## src/rtl/cws_adder.sv

```systemverilog
`timescale 1ns/1ps
module cws_adder #(
  parameter int W = 128
) (
  input  logic [W-1:0] opa_i,
  input  logic [W-1:0] opb_i,
  input  logic         cin_i,
  output logic [W-1:0] sum_o,
  output logic         cout_o
);
  logic [W-1:0] hs, hc, cw0, cw1, csel;

  assign hs = opa_i ^ opb_i;
  assign hc = opa_i & opb_i;

  assign cw0[0] = hc[0];
  assign cw1[0] = hc[0] | hs[0];

  for (genvar i = 1; i < W; i++) begin : g_cgen
    assign cw0[i] = hc[i] | (hs[i] & cw0[i-1]);
    assign cw1[i] = hc[i] | (hs[i] & cw1[i-1]);
  end

  assign csel   = cin_i ? cw1 : cw0;
  assign cout_o = csel[W-1];

  assign sum_o[0] = hs[0] ^ cin_i;
  if (W > 1) begin : g_upper
    assign sum_o[W-1:1] = hs[W-1:1] ^ csel[W-2:0];
  end
endmodule

```

## config.mk

```make
export PLATFORM = sky130hd
export DESIGN_NAME = cws_adder
export DESIGN_NICKNAME = d
export VERILOG_FILES = /design/src/rtl/cws_adder.sv
export SDC_FILE = /design/constraint.sdc
export NUM_CORES = 1
export LEC_CHECK = 0
export ABC_AREA = 1
export BUFFER_PORTS_ARGS = -buffer_cell sky130_fd_sc_hd__clkbuf_2
export CORE_AREA = 3 3 149 151
export DETAILED_ROUTE_END_ITERATION = 8
export DIE_AREA = 0 0 152 154
export PLACE_DENSITY = 0.65
export REMOVE_ABC_BUFFERS = 1
export SYNTH_ARGS = -nofsm -noshare
export SYNTH_HDL_FRONTEND = slang
export SYNTH_SLANG_ARGS = --single-unit
```

## constraint.sdc

```tcl
create_clock -name vclk -period 15.05
set_clock_uncertainty 0.05 [all_clocks]
set_input_delay 0.7525 -clock vclk [all_inputs]
set_output_delay 0.7525 -clock vclk [all_outputs]
set_load 0.01 [all_outputs]
```

== Yosys cells after proc, flatten, opt, wreduce, memory -nomap -nowiden ==
Index checks and enable logic that the tools add are counted.

* Word-level logic and storage cells: 514
* Bits in registers: 0
* Input bits: 257
* Output and inout port bits: 129

* Muxes and demuxes: 1
* Bitwise logic cells: 513

{| class="wikitable"
|+ Operators by type and width
! cell !! number
|-
| 1-bit bitwise OR || 255
|-
| 1-bit bitwise AND || 254
|-
| 128-bit bitwise AND || 1
|-
| 128-bit two-way mux || 1
|-
| 128-bit bitwise XOR || 1
|-
| 127-bit bitwise XOR || 1
|-
| 1-bit bitwise XOR || 1
|}

== Depth between registers and ports, before layout ==
* Word-level depth: 258
* Depth in mapped cells: 258
* Depth with buffers taken out: 258

== Least setup slack after synthesis ==
Ideal clock, no wire load.

* Path kind: input to output
* From: input port opa_i[1]
* To: output port sum_o[127]
* Slack: -0.800 ns
* Stages: 256
* Arrival: 15.047 ns
* Data required time: 14.248 ns
* Path through: ha_1 > nand2_2 > nand2_1 > nand2_1 > nand2_1 > nand2_1 > nand2_1 > nand2_1 > nand2_1 > nand2_1 > nand2_1 > nand2_1 > nand2_1 > nand2_1 > nand2_1 > nand2_1 > nand2_1 > nand2_1 > (+220 left out) > nand2_1 > nand2_1 > nand2_1 > nand2_1 > nand2_1 > nand2_1 > nand2_1 > nand2_1 > nand2_1 > nand2_1 > nand2_1 > nand2_1 > nand2_2 > nand3_1 > nand2_1 > inv_1 > fa_1 > inv_1

* Word-level cells in the longest chain between the ends: 255

{| class="wikitable"
|+ RTL lines
! item !! line !! text
|-
| start: declaration || 5 || <nowiki>input logic [W-1:0] opa_i,</nowiki>
|-
| 128-bit bitwise XOR || 13 || <nowiki>assign hs = opa_i ^ opb_i;</nowiki>
|-
| 1-bit bitwise AND, on equally long branches || 20, 21 ||
|-
| 1-bit bitwise OR, on equally long branches || 20, 21 ||
|-
| 1-bit bitwise AND, on equally long branches || 20, 21 ||
|-
| 1-bit bitwise OR, on equally long branches || 20, 21 ||
|-
| 1-bit bitwise AND, on equally long branches || 20, 21 ||
|-
| 1-bit bitwise OR, on equally long branches || 20, 21 ||
|-
| 1-bit bitwise AND, on equally long branches || 20, 21 ||
|-
| (+239 left out) || n/a ||
|-
| 1-bit bitwise AND, on equally long branches || 20, 21 ||
|-
| 1-bit bitwise OR, on equally long branches || 20, 21 ||
|-
| 1-bit bitwise AND, on equally long branches || 20, 21 ||
|-
| 1-bit bitwise OR, on equally long branches || 20, 21 ||
|-
| 1-bit bitwise AND, on equally long branches || 20, 21 ||
|-
| 1-bit bitwise OR, on equally long branches || 20, 21 ||
|-
| 128-bit two-way mux * || 24 || <nowiki>assign csel = cin_i ? cw1 : cw0;</nowiki>
|-
| 127-bit bitwise XOR * || 29 || <nowiki>assign sum_o[W-1:1] = hs[W-1:1] ^ csel[W-2:0];</nowiki>
|-
| end: declaration || 8 || <nowiki>output logic [W-1:0] sum_o,</nowiki>
|}

Mark *: on every way between the ends. The rest lies on a longest branch, timed or not.

== Worst setup path in the final report ==
* From: input port opb_i[1]
* To: output port sum_o[127]

* Word-level cells in the longest chain between the ends: 255

{| class="wikitable"
|+ RTL lines
! item !! line !! text
|-
| start: declaration || 6 || <nowiki>input logic [W-1:0] opb_i,</nowiki>
|-
| 128-bit bitwise XOR || 13 ||
|-
| 1-bit bitwise AND, on equally long branches || 20, 21 ||
|-
| 1-bit bitwise OR, on equally long branches || 20, 21 ||
|-
| 1-bit bitwise AND, on equally long branches || 20, 21 ||
|-
| 1-bit bitwise OR, on equally long branches || 20, 21 ||
|-
| 1-bit bitwise AND, on equally long branches || 20, 21 ||
|-
| 1-bit bitwise OR, on equally long branches || 20, 21 ||
|-
| 1-bit bitwise AND, on equally long branches || 20, 21 ||
|-
| (+239 left out) || n/a ||
|-
| 1-bit bitwise AND, on equally long branches || 20, 21 ||
|-
| 1-bit bitwise OR, on equally long branches || 20, 21 ||
|-
| 1-bit bitwise AND, on equally long branches || 20, 21 ||
|-
| 1-bit bitwise OR, on equally long branches || 20, 21 ||
|-
| 1-bit bitwise AND, on equally long branches || 20, 21 ||
|-
| 1-bit bitwise OR, on equally long branches || 20, 21 ||
|-
| 128-bit two-way mux * || 24 ||
|-
| 127-bit bitwise XOR * || 29 ||
|}

Marks and branches as above.

==> impl_metrics.json <==
{
  "critPathMaxStageDelay_ps": 400,
  "vias": 8694,
  "drt-total-wl_mm": 22.0,
  "end_kind": "output pin",
  "yosysSeqAreaShare": 0,
  "area_growth_pct": 50.8,
  "netlist_area_um2": 6500,
  "fmax_mhz": 54.8,
  "worstHoldPathType": "in2out",
  "yosysWarnings": 0,
  "start_util": 0.310,
  "drive_above_1_share": 0.371,
  "cp-endpoint": "sum_o[127]",
  "gp_congestion": 0.887,
  "violations": "negative setup slack",
  "port_buffers": 386,
  "relSlewSlack": 0.230,
  "gr-total-overflow": 0,
  "dpl.hpwl_mm": 18.7,
  "slew_viol_final": 0,
  "powerDensity_nw_per_um2": 50.9,
  "syn-instance-count": 1176,
  "track_usage": 0.162,
  "synth.distinct_cells": 15,
  "crit_start": "opb_i[1]",
  "p_leak_nw": 5.89,
  "vias_per_cell": 4.57,
  "syn_area_per_cell_um2": 5.53,
  "required_ps": 14250,
  "placed_area_um2": 8930,
  "layout.nets": 2014,
  "hold_viol": 0,
  "setup_violations": 26,
  "dieArea_um2": 23400,
  "tns_ps": -40460,
  "cp_slowest_cell": "fa_1",
  "dp_slack_ps": -3050,
  "rsz0062_at_grt": "true",
  "antenna_found_initial": 1,
  "nClkBuffers": 0,
  "period_share": 1.21,
  "total_power_mw": 0.499,
  "final_cells": 1902,
  "path_common_cell": "nand2_1",
  "fp.dieW_um": 152,
  "num_rows": 53,
  "ios": 386,
  "num-fill-cells": 2269,
  "grt_max_degree": 167,
  "layout_setup_ws_ps": -3210,
  "cp.arrival_ps": 17460,
  "min_period_ps": 18260,
  "ir_worst_vdd_mv": 0.0342,
  "multi_input_area_um2": 6250,
  "grt_pass1_vias": 7562,
  "final_util": 0.468,
  "dr.pass1.iters": 8,
  "crit_fanout": 3,
  "final_cell_mix": "nand2_1 (403), clkbuf_2 (352), inv_1 (130)",
  "ant_nets": 0,
  "status": "finished with violations",
  "timing.hold.ws_ps": 1890,
  "tightest_slew_ps": 1150,
  "design_area_um2": 9810,
  "regArea_um2": 0,
  "drc": 0,
  "layout_commonest_cell": "nand2_1",
  "seq_cell_count": 0,
  "grt_pass1_wl_mm": 33.4,
  "die-height_um": 154,
  "maxCapViolations": 0,
  "startpoint_type": "input pin",
  "drtIter0Drc": 265,
  "dp_cells": 1842,
  "path_class": "in2out",
  "core_area_um2": 21000,
  "wl_per_cell_um": 11.6
}
[worst min path at each step]
stage,to,slack [ps],startpoint,cells past startpoint
CTS,sum_o[107],1890,opb_i[107],4
global placement,sum_o[106],1890,opb_i[106],4
global route,sum_o[111],1910,opb_i[111],4
detailed placement,sum_o[40],1890,opb_i[40],4
floorplan,sum_o[0],1530,cin_i,1
finish,sum_o[106],1890,opb_i[106],4
[area by class of cell]
| cell class | instances | share of cell area |
|---|---|---|
| well taps | 275 | 0.0351 |
| diodes | 1 | 0.000255 |
| inverters | 134 | 0.0513 |
| repair buffers | 478 | 0.276 |
| multi-input cells | 1014 | 0.637 |
[worst max-delay path, delay by kind of cell]
kind	cells	cell delay (ps)
buffers and inverters	5	460
AND/OR/NAND/NOR	252	15580
adder cells (fa/ha/maj)	2	630
[repair_timing]
| action | 4_1_cts | 5_1_grt |
|---|---|---|
| pin swaps | 12 | 67 |
| hold buffers | 0 | 0 |
| endpoints found under the setup margin | 26 | 41 |
| gates resized for setup | 23 | 177 |
| setup buffers | 1 | 58 |
[layer usage]
metal / routed length, um / global-route usage / part of all wire / vias to the layer above
li1: - / - / - / 4678
met1: 8890 / 0.192 / 0.40 / 3748
met2: 11300 / 0.307 / 0.51 / 248
met3: 1530 / 0.0338 / 0.069 / 20
met4: 305 / 0.0197 / 0.014 / 0
met5: 0 / 0 / 0 / -
[kinds of logic (layout without fill, tap and decap cells)]
logic type / after synthesis / in the layout / synth area share
AO/OA/AOI/OAI: 124 / 124 / 0.0954
adder cells (fa/ha/maj): 129 / 129 / 0.249
XOR/XNOR: 126 / 126 / 0.170
buffers and inverters: 162 / 612 / 0.0935
AND/OR/NAND/NOR: 635 / 635 / 0.392
other: 0 / 1 / 0
[report_power, final]
part	switching (mW)	internal (mW)
Combinational	0.267	0.231
Clock	0	0.00000000891
Sequential	0	0
[synthesized netlist by cell type, drive strengths merged]
master	instances	share of area
buf	9	0.0052
clkbuf	19	0.011
fa	1	0.0031
ha	128	0.25
inv	134	0.077
nand2	506	0.29
nand3	126	0.097
nand3b	1	0.0012
nor2	2	0.0012
o21ai	124	0.095
xnor2	125	0.17
xor2	1	0.0013
(Power assumes the default switching activity.)
